**src/rtl/brt_pkg.sv**
```systemverilog
package brt_pkg;
    localparam int BYTE_W   = 8;
    localparam int CNT_W    = 2 * BYTE_W;
    localparam int MC_LONG  = 12;
    localparam int MC_SHORT = 6;
    localparam int PRE_W    = $clog2(MC_LONG);

    typedef struct packed {
        logic [PRE_W-1:0] cnt;
    } pre_state_t;

    typedef struct packed {
        logic [CNT_W-1:0] cnt;
    } ctr_state_t;

    typedef struct packed {
        logic half;
        logic tick;
    } div_state_t;
endpackage

```
**src/rtl/brt_prescale.sv**
```systemverilog
module brt_prescale
    import brt_pkg::*;
(
    input  logic clk,
    input  logic rst_n,
    input  logic run,
    input  logic short_mc,
    output logic mc_en
);
    pre_state_t s_d, s_q;
    logic [PRE_W-1:0] limit;

    always_comb begin
        limit = short_mc ? PRE_W'(MC_SHORT - 1) : PRE_W'(MC_LONG - 1);
        mc_en = run && (s_q.cnt >= limit);
        s_d   = s_q;
        if (!run || mc_en) begin
            s_d.cnt = '0;
        end else begin
            s_d.cnt = s_q.cnt + 1'b1;
        end
    end

    always_ff @(posedge clk or negedge rst_n) begin
        if (!rst_n) s_q <= '0;
        else        s_q <= s_d;
    end
endmodule

```
**src/rtl/brt_reload_ctr.sv**
```systemverilog
module brt_reload_ctr
    import brt_pkg::*;
(
    input  logic              clk,
    input  logic              rst_n,
    input  logic              run,
    input  logic              mc_en,
    input  logic              wide,
    input  logic [BYTE_W-1:0] rld_hi,
    input  logic [BYTE_W-1:0] rld_lo,
    output logic              ovf
);
    ctr_state_t s_d, s_q;
    logic [CNT_W-1:0] start_val;
    logic             at_top;

    always_comb begin
        start_val = wide ? {rld_hi, rld_lo} : {{BYTE_W{1'b0}}, rld_lo};
        at_top    = wide ? (&s_q.cnt) : (&s_q.cnt[BYTE_W-1:0]);
        ovf       = mc_en && at_top;
        s_d       = s_q;
        if (!run || ovf) begin
            s_d.cnt = start_val;
        end else if (mc_en) begin
            s_d.cnt = s_q.cnt + 1'b1;
        end
    end

    always_ff @(posedge clk or negedge rst_n) begin
        if (!rst_n) s_q <= '0;
        else        s_q <= s_d;
    end
endmodule

```
**src/rtl/brt_post_div.sv**
```systemverilog
module brt_post_div
    import brt_pkg::*;
(
    input  logic clk,
    input  logic rst_n,
    input  logic run,
    input  logic ovf,
    input  logic dbl,
    output logic tick
);
    div_state_t s_d, s_q;

    always_comb begin
        s_d      = s_q;
        s_d.tick = 1'b0;
        if (!run) begin
            s_d.half = 1'b0;
        end else if (ovf) begin
            if (dbl) begin
                s_d.tick = 1'b1;
                s_d.half = 1'b0;
            end else begin
                s_d.tick = s_q.half;
                s_d.half = ~s_q.half;
            end
        end
    end

    always_ff @(posedge clk or negedge rst_n) begin
        if (!rst_n) s_q <= '0;
        else        s_q <= s_d;
    end

    assign tick = s_q.tick;
endmodule

```
**src/rtl/baud_tick_gen.sv**
```systemverilog
module baud_tick_gen
    import brt_pkg::*;
(
    input  logic              clk,
    input  logic              rst_n,
    input  logic              run,
    input  logic              short_mc,
    input  logic              dbl,
    input  logic              wide,
    input  logic [BYTE_W-1:0] rld_hi,
    input  logic [BYTE_W-1:0] rld_lo,
    output logic              tick
);
    logic mc_en;
    logic ovf;

    brt_prescale u_pre (
        .clk      (clk),
        .rst_n    (rst_n),
        .run      (run),
        .short_mc (short_mc),
        .mc_en    (mc_en)
    );

    brt_reload_ctr u_ctr (
        .clk    (clk),
        .rst_n  (rst_n),
        .run    (run),
        .mc_en  (mc_en),
        .wide   (wide),
        .rld_hi (rld_hi),
        .rld_lo (rld_lo),
        .ovf    (ovf)
    );

    brt_post_div u_div (
        .clk   (clk),
        .rst_n (rst_n),
        .run   (run),
        .ovf   (ovf),
        .dbl   (dbl),
        .tick  (tick)
    );
endmodule

```
**config.mk**
```make
export PLATFORM = sky130hd
export DESIGN_NAME = baud_tick_gen
export DESIGN_NICKNAME = d
export VERILOG_FILES = /design/src/rtl/brt_pkg.sv /design/src/rtl/brt_prescale.sv /design/src/rtl/brt_reload_ctr.sv /design/src/rtl/brt_post_div.sv /design/src/rtl/baud_tick_gen.sv
export SDC_FILE = /design/constraint.sdc
export NUM_CORES = 1
export LEC_CHECK = 0
export BUFFER_PORTS_ARGS = -buffer_cell sky130_fd_sc_hd__buf_2
export CORE_ASPECT_RATIO = 0.5
export CORE_MARGIN = 2
export CORE_UTILIZATION = 35
export CTS_CLUSTER_SIZE = 14
export DETAILED_ROUTE_END_ITERATION = 10
export SYNTH_ARGS = -nofsm -noshare
export SYNTH_HDL_FRONTEND = slang
export SYNTH_SLANG_ARGS = --single-unit
```
**constraint.sdc**
```tcl
create_clock -name clk -period 3.4 [get_ports clk]
set_input_delay 0.34 -clock clk [delete_from_list [all_inputs] [get_ports clk]]
set_output_delay 0.34 -clock clk [all_outputs]
set_load 0.01 [all_outputs]
```
=== Yosys cells after proc, flatten, opt, wreduce, memory -nomap -nowiden ===
Index checks and enable logic that the tools add are counted.

* Output and inout port bits: 1
* ROM bits: 0
* Bits of input ports: 22
* Register bits after elaboration: 22
* Bits in latches: 0
* Memory bits (writable): 0
* Memories kept: 0

* Mux-type cells: 10
* Eq/ne operators: 1
* $add $sub $neg: 2
* Bitwise gates (word level): 1
* Multipliers: 0
* Reduce and logical (&&, ||, !) cells: 8
* Divide/modulo/power cells: 0
* Shifts and indexed selects: 0
* $lt $le $gt $ge: 1

{| class="wikitable"
|+ Operators by type and width
! operator !! number
|-
| $mux 16 || 3
|-
| $add 16x1->16 const B || 1
|-
| $reduce_and 16->1 || 1
|-
| $mux 4 || 2
|-
| $reduce_and 8->1 || 1
|-
| $add 4x1->4 const B || 1
|-
| $ge 4x4->1 || 1
|-
| $mux 2 || 2
|-
| $mux 1 || 3
|-
| $logic_and 1x1->1 || 2
|-
| $logic_or 1x1->1 || 2
|-
| $ne 2x1->1 const B || 1
|-
| $reduce_bool 2->1 || 1
|-
| $logic_not 1->1 || 1
|-
| $not 1->1 || 1
|}

=== Longest topological paths before layout ===
Gate-level depths: netlist of the first run.

* Depth in word-level cells: 6
* Depth in mapped cells: 8
* Mapped depth without buffers: 7

=== Hierarchy ===
A second synthesis of the first run with hierarchy kept.

* Cells, all modules: 130
* Area, all modules: 1320.0 µm²

{| class="wikitable"
|+ Modules (own cells, without submodules)
! module !! cells an instance !! area an instance (µm²) !! sequential area each (µm²) !! instances
|-
| brt_reload_ctr || 100 || 998.5 || 400.4 || 1
|-
| brt_prescale || 23 || 240.2 || 100.1 || 1
|-
| brt_post_div || 7 || 81.3 || 50.0 || 1
|}

=== Worst setup path after synthesis of the first run ===
OpenSTA, ideal clock, no wires.

* Path kind: register to register
* Start: reg u_pre.s_q[2] (netlist bit)
* End: reg u_ctr.s_q[2] (netlist bit)
* Required time: 3.274 ns
* Slack: 1.590 ns
* Arrival time: 1.684 ns
* Cell stages (with the launch flop): 8
* Library setup time: 0.126 ns
* Cells stage by stage: dfrtp_1 > ha_1 > o21ai_0 > o21bai_1 > clkbuf_1 > nand2_1 > a22o_1 > a221o_1

* Cells in the longest elaborated chain, start to end: 5
* Elaborated cells between the ends (all ways): 6
* Classes of those cells: 1 x order compare; 1 x mux; 4 x reduce/logical

{| class="wikitable"
|+ Ends and longest elaborated chain
! what !! RTL line !! RTL
|-
| start: declaration || brt_prescale.sv:10 || <nowiki>pre_state_t s_d, s_q;</nowiki>
|-
| start signal: assignment || brt_prescale.sv:25 || <nowiki>if (!rst_n) s_q <= '0;</nowiki>
|-
| start signal: assignment || brt_prescale.sv:26 || <nowiki>else s_q <= s_d;</nowiki>
|-
| $ge 4x4->1 (*) || brt_prescale.sv:15 || <nowiki>mc_en = run && (s_q.cnt >= limit);</nowiki>
|-
| $logic_and 1x1->1 (*) || brt_prescale.sv:15 ||
|-
| $logic_and 1x1->1 || brt_reload_ctr.sv:20 || <nowiki>ovf = mc_en && at_top;</nowiki>
|-
| $logic_or 1x1->1 || brt_reload_ctr.sv:22 || <nowiki>if (!run || ovf) begin</nowiki>
|-
| $mux 16 / $reduce_bool 2->1 (equally long branches) || -- ||
|-
| end signal: assignment || brt_reload_ctr.sv:30 || <nowiki>if (!rst_n) s_q <= '0;</nowiki>
|-
| end signal: assignment || brt_reload_ctr.sv:31 || <nowiki>else s_q <= s_d;</nowiki>
|-
| end: declaration || brt_reload_ctr.sv:13 || <nowiki>ctr_state_t s_d, s_q;</nowiki>
|}

Every way passes the cells marked *; elsewhere a longest branch is shown, timed or not.
A chain may end at the register's enable or synchronous reset.

=== Worst setup path after layout of the first run ===
* Start: reg u_pre.s_q[1] (netlist bit)
* End: reg u_ctr.s_q[5] (netlist bit)

The elaborated chain is that of the path after synthesis.

==> summary.md, run 1 <==
| Metric | Value |
|---|---|
| MaxCap Viol Count | `0` |
| Syn Std Cell Area | `1440 um2` |
| Sequential area share after synthesis | `38.3%` |
| Unrepaired setup endpoints after global routing | `false` |
| Critical Path RT | `3.56 ns` |
| Die width | `94.7 um` |
| Clock power share | `26.1%` |
| Global Route Usage Sum | `16.4%` |
| Die footprint | `4670 um2` |
| Initial Utilization | `36.7%` |
| H-tree depth | `1` |
| Number of antenna diodes | `0` |
| Yosys top cell area share | `38.3%` |
| Total gr overflow | `0` |
| Complex-gate fraction of the synthesized area | `21.5%` |
| Largest family of logic cells by synthesized area | `simple AND/OR/NAND/NOR gates` |
| Post-synthesis mux area share | `2.09%` |
| WL/cell | `15.4 um` |
| Synth Area in Adders | `4.35%` |
| #FFs+latches synth | `22` |
| Largest net degree at the start of global routing | `23` |
| Internal | `0.428 mW` |
| Worst r2r path cells | `6` |
| Fin nets | `208` |
| TritonCTS Buffers | `3` |
| Synthesized area per cell | `8.88 um2` |
| I/O pin cnt | `23` |
| Mean number of vias per cell | `5.82` |
| DP Area | `1550 um2` |
| Fin. max-slew vios | `0` |
| Power per cell area | `398 nW/um2` |
| Root Driver | `clkbuf_8` |
| Setup Buffers After CTS | `0` |
| First-pass GRT wire length | `5.89 mm` |
| Post-synth top cells | `dfrtp_1, nor2_1, nand2_1` |
| Pre-antenna DRT Iters | `4` |
| CTS Buffer Depth | `2` |
| IR drop worst, VDD | `0.123 mV` |
| Fmax | `0.400 GHz` |
| Routed Antenna Nets | `0` |
| Routed wire length | `3.58 mm` |
| DRC Markers | `0` |
| Min cycle time layout | `2.50 ns` |
| Cell row count | `16` |
| Setup Skew | `0.00512 ns` |
| Worst hold margin | `0.0378 ns` |
| Endpoints failing setup | `0` |
| XOR/XNOR Fraction of Synth Area | `1.22%` |
| Comb power frac | `22.2%` |
| Period utilization | `73.5%` |
| CTS clk-pin slew, worst paths | `0.08 ns` |
| Fin. Hold Viols | `0` |
| Final cell count without fillers | `233` |
| Clock Sinks | `22` |
| Post-CTS Hold Buffers | `0` |
| Dpl hpwl | `2.58 mm` |
| P_sw | `0.206 mW` |
| Core Box Area | `3920 um2` |
| CP Launch Type | `flop` |
| Crit path arrival time | `2.66 ns` |
| Sequential Power Share | `51.7%` |
| Status | `completed` |
| Synth area leaders | `dfrtp_1, nor2_1, ha_1, nand4_1, nand2_1` |
| Syn Inst Count | `162` |
| Routed via count | `1357` |
| Post_cts resized | `0` |
| I/O Buffers | `22` |
| Clock latency on the worst-skew pair | `0.26 ns` |
| Ys flop type | `dfrtp_1` |
| Synth cell types | `44` |
| Slew Limit Headroom | `21.2%` |
| Area leader, netlist | `dfrtp_1` |
| Design Area, Final | `1590 um2` |
| Die height | `49.3 um` |
| Post-synth ARST share | `100%` |
| Layout cell share with drive strength beyond 1 | `18.4%` |
| CTS tree | `yes` |
| Area Overhead vs Synth | `10.6%` |
| Lkg Pwr | `0.683 nW` |
| Synth Area in Simple Gates | `25.4%` |
| Synthesized Nets | `189` |
| Worst Hold Class | `input pin to asynchronous set/reset pin` |
| Routability-driven placement congestion ratio | `0.861` |
| CP Capture Type | `flop` |
| Initial DRC Count | `108` |
| Crit Path Category | `flop to flop` |
| Worst slew pin tran | `1.18 ns` |
| Vias in the first global route | `1237` |
| Cells after DPL | `230` |
| Initial antenna violation count | `0` |
| CP max FO | `13` |
| Top-count cell post-synth | `dfrtp_1` |
| Setup TNS Final | `0 ns` |
| Post-synth EDFFs | `0` |
| Switching Fraction | `32.5%` |
| Warnings, synthesis | `0` |
## kinds of logic (layout without fill, tap and decap cells)
| group | Yosys count | in the layout |
|---|---|---|
| AO/OA/AOI/OAI | 42 | 42 |
| XOR/XNOR | 2 | 2 |
| flip-flops | 22 | 22 |
| buffers and inverters | 18 | 35 |
| AND/OR/NAND/NOR | 70 | 70 |
| adder cells (fa/ha/maj) | 5 | 5 |
| multiplexers | 3 | 3 |
## layout by cell type, fill, tap and decap left out, types with 2 or more instances in the layout
master    count
buf_2        22
dfrtp_1      22
nor2_1       17
nand2_1      14
inv_1        10
nand4_1       9
nor3_1        9
o21ai_0       5
nand3_1       5
a21oi_1       5
ha_1          5
a211oi_1      4
nor4_1        4
a31oi_1       4
and3_1        3
mux2i_1       3
o22ai_1       3
and3_2        3
o32a_1        3
clkbuf_8      3
and2_1        2
a221oi_1      2
a32oi_1       2
o21ai_1       2
## stage by stage
step                      util, %  total power [mW]  worst slack (ns)
final                        40.6             0.633             0.900
after CTS                    40.6             0.636             0.881
after global routing         40.6             0.677             0.646
after detailed placement     39.5             0.472             0.787
after floorplan                 -             0.430              1.59
after global placement       39.5             0.469             0.905
## area by class of cell
cell class              instances  area (um2)
fillers                       425        2330
well taps                      54        67.6
multi-input cells             122         785
repair buffers                 22         110
clock buffers                   3        41.3
flip-flops and latches         22         551
inverters                      10        37.5
## layer usage
metal	global-route usage [%]	share of wire (%)
met1	23.1	47
met2	24.0	45
met3	4.48	6.2
met4	5.80	1.6
met5	0	0
## flip-flops by register name (all words and copies together), names as in the netlist
| signal | cells |
|---|---|
| u_pre.s_q | 4 |
| u_div.tick | 1 |
| u_div.s_q | 1 |
| u_ctr.s_q | 16 |
## power by group through the flow
stage               registers (mW)  logic [mW]  clock network, mW
floorplan                    0.323       0.107                  0
global placement             0.331       0.137                  0
detailed placement           0.331       0.141                  0
CTS                          0.326       0.141              0.169
global route                 0.333       0.158              0.186
finish                       0.327       0.140              0.166
## critical path: stages (launching register included)
cell and delay (ns):
dfrtp_1 0.41, ha_1 0.28, a211oi_1 0.30, o21bai_1 0.33, nor2_1 0.70, nor3_1 0.10, a221oi_1 0.27
## path summary, 6_finish.rpt
check,from,to,slack [ns]
setup / recovery,u_pre.s_q[1],u_ctr.s_q[5],0.90
hold / removal,rst_n,u_ctr.s_q[12],0.04
setup reg to reg,u_pre.s_q[1],u_ctr.s_q[5],0.90
hold reg to reg,u_pre.s_q[0],u_pre.s_q[0],0.50
max in group asynchronous,rst_n,u_pre.s_q[3],3.00
min in group clk,rld_lo[6],u_ctr.s_q[6],0.33
No activity file was read; power rests on OpenSTA's default activity.
==> run 2: changes to the inputs <==
Clock period 3.4 ns to 2.3 ns, I/O delays scaled along.
==> run 2 against run 1 <==
Fmax rose by 21%. First-iteration DRC count is 44% lower. Global-route usage is 0.46 points higher. Clock power up 130%. Critical path depth is 2 higher. Via count down 0.81%. Critical path type unchanged. Critical endpoint is now u_ctr.s_q[9]. Largest cell class unchanged. Highest routed layer unchanged.
==> summary.md, run 2 (synthesis results as in run 1) <==
| Metric | Value |
|---|---|
| Status | `completed` |
| Clock Sinks | `22 (unchanged)` |
| Tot Pwr | `1.08 mW (+70%)` |
| TritonCTS Buffers | `3 (unchanged)` |
| Period utilization | `90.0% (+16 points)` |
| Final cell count without fillers | `240 (+3.0%)` |
| Largest registers | `u_ctr.s_q x16, u_pre.s_q x4` |
| Max FFs per register | `16 (unchanged)` |
| Cell row count | `16 (unchanged)` |
| Area Overhead vs Synth | `16.0%` |
| Largest net degree at the start of global routing | `23 (unchanged)` |
| Crit path max-delay cell type | `dfrtp_1` |
| Pre-antenna DRT Iters | `4 (unchanged)` |
| Core Box Area | `3920 um2 (unchanged)` |
| Comb power frac | `20.5% (-1.7 points)` |
| Critical path, cell by cell | `ha_1 > a211oi_1 > o21bai_1 > buf_4 > nor2_1 > buf_4 > a211oi_1 > a211oi_1` |
| Setup Skew | `0.00968 ns (+0.00456 ns)` |
| Design Area, Final | `1670 um2 (+4.9%)` |
| Top cell by count, worst path | `a211oi_1` |
| P_sw | `0.319 mW (+55%)` |
| Routed via count | `1346 (-0.81%)` |
| Die footprint | `4670 um2 (unchanged)` |
| DP Area | `1590 um2 (+2.4%)` |
| Fmax | `0.483 GHz (+21%)` |
| Die width | `94.7 um (unchanged)` |
| First-pass GRT wire length | `6.11 mm (+3.9%)` |
| Slowest cell delay on critical path | `0.42 ns (-0.28 ns)` |
| Most frequent cells in the layout | `buf_2, dfrtp_1, nor2_1, nand2_1, inv_1` |
| Unrepaired setup endpoints after global routing | `false` |
| Slew Limit Headroom | `65.8% (+45 points)` |
| Crit path arrival time | `2.24 ns (-0.42 ns)` |
| Sequential Power Share | `44.7% (-7.0 points)` |
| Worst hold margin | `0.201 ns (+0.164 ns)` |
| CP max FO | `13 (unchanged)` |
| MaxCap Viol Count | `0 (unchanged)` |
| Clock power share | `34.8% (+8.7 points)` |
| Routability-driven placement congestion ratio | `0.893 (+3.8%)` |
| Root Driver | `clkbuf_8` |
| Worst slew pin tran | `0.513 ns (-0.663 ns)` |
| Post_cts resized | `0 (unchanged)` |
| Fin nets | `214 (+2.9%)` |
| Number of antenna diodes | `0 (unchanged)` |
| H-tree depth | `1 (unchanged)` |
| CTS tree | `yes` |
| Total gr overflow | `0 (unchanged)` |
| I/O pin cnt | `23 (unchanged)` |
| Setup TNS Final | `0 ns (unchanged)` |
| CP Launch Type | `flop` |
| Power per cell area | `645 nW/um2 (+62%)` |
| Crit Path Category | `flop to flop` |
| Min cycle time layout | `2.07 ns (-0.430 ns)` |
| Initial DRC Count | `61 (-44%)` |
| Layout fillers | `408 (-4.0%)` |
| Lkg Pwr | `0.727 nW (+6.4%)` |
| Dpl hpwl | `2.57 mm (-0.64%)` |
| Final Util | `42.5% (+2.0 points)` |
| Worst Path Buf+Inv | `2 (+2)` |
| WL/cell | `14.8 um (-3.6%)` |
| IR drop worst, VDD | `0.250 mV (+100%)` |
| Die height | `49.3 um (unchanged)` |
| Top reg by flops | `u_ctr.s_q` |
| CTS Buffer Depth | `2 (unchanged)` |
| Internal | `0.757 mW (+77%)` |
| Mean number of vias per cell | `5.61 (-3.7%)` |
| Worst Hold Class | `input pin to flop` |
| Global Route Usage Sum | `16.8% (+0.46 points)` |
| I/O Buffers | `22 (unchanged)` |
| Routed Antenna Nets | `0 (unchanged)` |
| CP Capture Type | `flop` |
| Switching Fraction | `29.7% (-2.8 points)` |
| Initial Utilization | `36.7% (unchanged)` |
| Footprint of the multi-input gates | `785 um2 (unchanged)` |
| CP top delay family | `compound AO/OA/AOI/OAI gates` |
| Register Area | `551 um2 (unchanged)` |
| CTS clk-pin slew, worst paths | `0.09 ns (about the same)` |
| Fin worst setup slack | `0.230 ns (-0.670 ns)` |
| Endpoints failing setup | `0 (unchanged)` |
| Critical Path RT | `2.47 ns (-1.09 ns)` |
| Layout cell share with drive strength beyond 1 | `21.0% (+2.5 points)` |
| Fin. Hold Viols | `0 (unchanged)` |
| Post-Place Setup Slack | `0.275 ns (-0.513 ns)` |
| DRC Markers | `0 (unchanged)` |
| Vias in the first global route | `1285 (+3.9%)` |
| Cells after DPL | `235 (+2.2%)` |
| Initial antenna violation count | `0 (unchanged)` |
| Fin. max-slew vios | `0 (unchanged)` |
| Clock latency on the worst-skew pair | `0.27 ns (about the same)` |
| Routed wire length | `3.56 mm (-0.67%)` |
run 2: cell count changes in the layout (fill, tap and decap cells not counted):
cell,before,now
buf_4,0,5
dlygate4sd3_1,0,1
bufinv_16,0,1
run 2: per-layer routing:
layer | track usage [%] | wire length, um | vias up
met5 | 0 | 0 | -
met4 | 5.56 | 36 | 0
met3 | 3.40 | 184 | 4
met2 | 24.7 | 1630 | 41
met1 | 24.6 | 1710 | 647
li1 | - | - | 654
run 2: area by class of cell:
class / count / share of cell area [%]
Multi-Input combinational cell: 122 / 47.0
Clock inverter: 1 / 1.80
Timing Repair Buffer: 28 / 9.45
Clock buffer: 3 / 2.47
Inverter: 10 / 2.25
Tap cell: 54 / 4.05
Sequential cell: 22 / 33.0
run 2: final timing paths:
check,startpoint,endpoint,slack [ns],depth (start not counted)
worst max-delay path,u_pre.s_q[1],u_ctr.s_q[9],0.23,8
worst min-delay path,rld_lo[1],u_ctr.s_q[1],0.20,3
worst max register to register,u_pre.s_q[1],u_ctr.s_q[9],0.23,8
worst min register to register,u_pre.s_q[0],u_pre.s_q[0],0.50,1
max in group asynchronous,rst_n,u_ctr.s_q[15],1.49,2
min in group asynchronous,rst_n,u_ctr.s_q[5],0.46,2
run 2: timing repair:
action	CTS	global route
buffers inserted	0	0
hold endpoints to repair	22	0
hold buffers	1	0
run 2: power groups by stage:
stage | Clock [mW] | Combinational, mW | Sequential (mW)
floorplan | 0 | 0.158 | 0.477
global placement | 0 | 0.215 | 0.488
detailed placement | 0 | 0.219 | 0.488
CTS | 0.375 | 0.222 | 0.481
global route | 0.395 | 0.250 | 0.489
finish | 0.374 | 0.220 | 0.481
run 2: worst reg2reg max path, cell delays in order, from the launching register on:
cell and delay (ns):
dfrtp_1 0.42, ha_1 0.29, a211oi_1 0.33, o21bai_1 0.12, buf_4 0.19, nor2_1 0.10
buf_4 0.20, a211oi_1 0.08, a211oi_1 0.25
==> run 3: changes to the inputs <==
Settings changed: SLEW_MARGIN set to 20, SYNTH_HIERARCHICAL set to 1.
Clock period 2.3 ns to 2.4 ns, I/O delays scaled along.
==> run 3 against run 2 <==
Global-route usage is 3.2 points lower. Largest cell class unchanged. Core utilization is 2.6 points higher. Die area is 7.8% lower. Count of clock-buffer cells in the layout is 1 higher. Power is 16% lower. Hold slack worse by 0.028 ns. Critical path type unchanged. Highest routed layer unchanged. Area after synthesis is 8.3% lower. Sequential cell count stayed put. Synthesized cell count is 20% lower. Clock skew is 0.0039 ns lower.
==> summary.md, run 3 <==
| Metric | Value |
|---|---|
| Largest registers | `u_ctr/s_q x16, u_pre/s_q x4` |
| H-tree depth | `1 (unchanged)` |
| TritonCTS Buffers | `3 (unchanged)` |
| FF-to-FF End | `u_ctr/s_q[15]` |
| Setup TNS Final | `0 ns (unchanged)` |
| Area leader, netlist | `dfrtp_1` |
| Cell row count | `15 (-1)` |
| Synthesized Nets | `157 (-17%)` |
| I/O Buffers | `22 (unchanged)` |
| Most frequent cells in the layout | `buf_2, dfrtp_1, nand2_1, xnor2_1` |
| Internal | `0.646 mW (-15%)` |
| MaxCap Viol Count | `0 (unchanged)` |
| Core Box Area | `3530 um2 (-10%)` |
| Initial antenna violation count | `0 (unchanged)` |
| Clock latency on the worst-skew pair | `0.26 ns (about the same)` |
| P_sw | `0.260 mW (-19%)` |
| Fin worst setup slack | `0.137 ns (-0.0927 ns)` |
| Reg2reg start | `u_pre/s_q[2]` |
| Critical Path RT | `2.59 ns (+0.12 ns)` |
| Final Util | `45.1% (+2.6 points)` |
| Die footprint | `4310 um2 (-7.8%)` |
| Post-synth EDFFs | `0 (unchanged)` |
| R2R Setup Slk | `0.14 ns (-0.09 ns)` |
| Crit path max-delay cell type | `or4_4` |
| Mean number of vias per cell | `4.93 (-12%)` |
| Slew Limit Headroom | `65.0% (-0.81 points)` |
| CTS tree | `yes` |
| Switching Fraction | `28.7% (-0.96 points)` |
| Period utilization | `94.3% (+4.3 points)` |
| Layout fillers | `359 (-12%)` |
| Sequential Power Share | `51.2% (+6.5 points)` |
| Lkg Pwr | `0.693 nW (-4.7%)` |
| Largest net degree at the start of global routing | `23 (unchanged)` |
| Critical path, cell by cell | `ha_1 > nand2_1 > o21ai_2 > and2_4 > nand4_4 > or4_4 > or3_1 > a31oi_1` |
| CTS clk-pin slew, worst paths | `0.08 ns (about the same)` |
| Initial DRC Count | `83 (+36%)` |
| Endpoints failing setup | `0 (unchanged)` |
| Slowest cell delay on critical path | `0.51 ns (+0.09 ns)` |
| Worst Path Buf+Inv | `0 (-2)` |
| Vias in the first global route | `988 (-23%)` |
| Yosys top cell area share | `41.7% (+3.4 points)` |
| Clock Sinks | `22 (unchanged)` |
| Initial Utilization | `37.4% (+0.74 points)` |
| Setup Skew | `0.00580 ns (-0.00388 ns)` |
| IR drop worst, VDD | `0.176 mV (-30%)` |
| Unrepaired setup endpoints after global routing | `false` |
| Layout cell share with drive strength beyond 1 | `27.7% (+6.7 points)` |
| CP Capture Type | `flop` |
| Area Overhead vs Synth | `20.6%` |
| Post-Place Setup Slack | `0.0356 ns (-0.239 ns)` |
| CP max FO | `3 (-10)` |
| Post-synth ARST share | `100% (unchanged)` |
| #FFs+latches synth | `22 (unchanged)` |
| Total gr overflow | `0 (unchanged)` |
| First-pass GRT wire length | `4.42 mm (-28%)` |
| Warnings, synthesis | `6 (+6)` |
| CP Launch Type | `flop` |
| Fin nets | `187 (-13%)` |
| Dpl hpwl | `1.91 mm (-25%)` |
| Synthesized area per cell | `10.2 um2 (+14%)` |
| Post-synth top cells | `dfrtp_1, nand2_1, xnor2_1` |
| Worst slew pin tran | `0.525 ns (+0.0122 ns)` |
| CP top delay family | `simple AND/OR/NAND/NOR gates` |
| Root Driver | `clkbuf_8` |
| DRC Markers | `0 (unchanged)` |
| Power per cell area | `569 nW/um2 (-12%)` |
| Top-count cell post-synth | `dfrtp_1` |
| Worst r2r path cells | `8 (unchanged)` |
| Pre-antenna DRT Iters | `4 (unchanged)` |
| Routability-driven placement congestion ratio | `0.766 (-14%)` |
| Crit path arrival time | `2.45 ns (+0.21 ns)` |
| Hold Path Origin | `dbl` |
| Worst hold margin | `0.173 ns (-0.0282 ns)` |
| Synth area leaders | `dfrtp_1, xnor2_1, mux2i_1, ha_1, nand2_1` |
| Clock power share | `29.7% (-5.1 points)` |
| WHS Path Cells | `2 (-1)` |
| Die height | `47.4 um (-3.9%)` |
| Sequential area share after synthesis | `41.7% (+3.4 points)` |
| Syn Std Cell Area | `1320 um2 (-8.3%)` |
| Fin. max-slew vios | `0 (unchanged)` |
| Top reg by flops | `u_ctr/s_q` |
| Min cycle time layout | `2.26 ns (+0.193 ns)` |
| Routed wire length | `2.67 mm (-25%)` |
| Die width | `90.9 um (-4.0%)` |
| Status | `completed` |
| Routed Antenna Nets | `0 (unchanged)` |
| WL/cell | `12.7 um (-14%)` |
| Worst Hold Class | `input pin to flop` |
| Syn Inst Count | `130 (-20%)` |
| Hold Path End | `u_div/s_q[1]` |
| Routed via count | `1036 (-23%)` |
| Synth cell types | `34 (-23%)` |
| Number of antenna diodes | `0 (unchanged)` |
| Global Route Usage Sum | `13.6% (-3.2 points)` |
| I/O pin cnt | `23 (unchanged)` |
| Fmax | `0.442 GHz (-8.5%)` |
| CTS Buffer Depth | `2 (unchanged)` |
| Comb power frac | `19.1% (-1.4 points)` |
| Fin. Hold Viols | `0 (unchanged)` |
| Crit Path Category | `flop to flop` |
| Ys flop type | `dfrtp_1` |
| Max FFs per register | `16 (unchanged)` |
==> run 3: through the flow <==
stage | cell area, um2 | power, mW | cells
2_1_floorplan | 1320 | 0.580 | 130
3_3_place_gp | 1500 | 0.634 | 204
3_5_place_dp | 1500 | 0.638 | 204
4_1_cts | 1570 | 0.918 | 209
5_1_grt | 1590 | 0.963 | 210
6_report | 1590 | 0.906 | 210
==> run 3: power groups by stage <==
stage	logic, mW	clock network [mW]	registers [mW]
5_1_grt	0.196	0.298	0.470
4_1_cts	0.173	0.283	0.463
3_3_place_gp	0.165	0	0.469
2_1_floorplan	0.121	0	0.459
6_report	0.173	0.269	0.463
3_5_place_dp	0.168	0	0.470
==> run 3: worst max path at each step <==
stage | slack, ns | cells after the start | startpoint | endpoint
after global routing | 0.007 | 8 | u_pre/s_q[2] | u_ctr/s_q[15]
final | 0.14 | 8 | u_pre/s_q[2] | u_ctr/s_q[15]
after detailed placement | 0.04 | 8 | u_pre/s_q[3] | u_ctr/s_q[15]
after floorplan | 0.02 | 9 | u_pre/s_q[3] | u_ctr/s_q[15]
after global placement | 0.05 | 8 | u_pre/s_q[3] | u_ctr/s_q[15]
after CTS | 0.003 | 8 | u_pre/s_q[3] | u_ctr/s_q[15]
==> run 3: per-layer routing <==
layer  GRT usage [%]  wire, um  vias up
li1                -         -      523
met2            22.7      1230       20
met5               0         0        -
met3            3.46       100        2
met1            17.5      1310      491
met4            6.36        27        0
==> run 3: logic make-up (layout without fill, tap and decap cells) <==
family / Yosys count / count (layout) / share of synthesized area (%)
XOR/XNOR: 16 / 16 / 10.6
flip-flops: 22 / 22 / 41.7
multiplexers: 12 / 12 / 9.48
buffers and inverters: 8 / 37 / 3.51
adder cells (fa/ha/maj): 5 / 5 / 4.74
AND/OR/NAND/NOR: 52 / 52 / 21.6
AO/OA/AOI/OAI: 15 / 15 / 8.34
==> run 3: cell type report <==
cell class	instances	area, um2	share of cell area [%]
repair buffers	29	165	10.4
clock buffers	4	55.1	3.46
inverters	4	15.0	0.943
flip-flops and latches	22	551	34.6
multi-input cells	100	742	46.6
well taps	51	63.8	4.01
==> run 3: repair_timing <==
action,CTS,global route
endpoints found under the hold margin,22,0
endpoints found under the setup margin,1,13
setup buffers,0,1
gates resized for setup,1,3
pin swaps,1,2
hold buffers,1,0
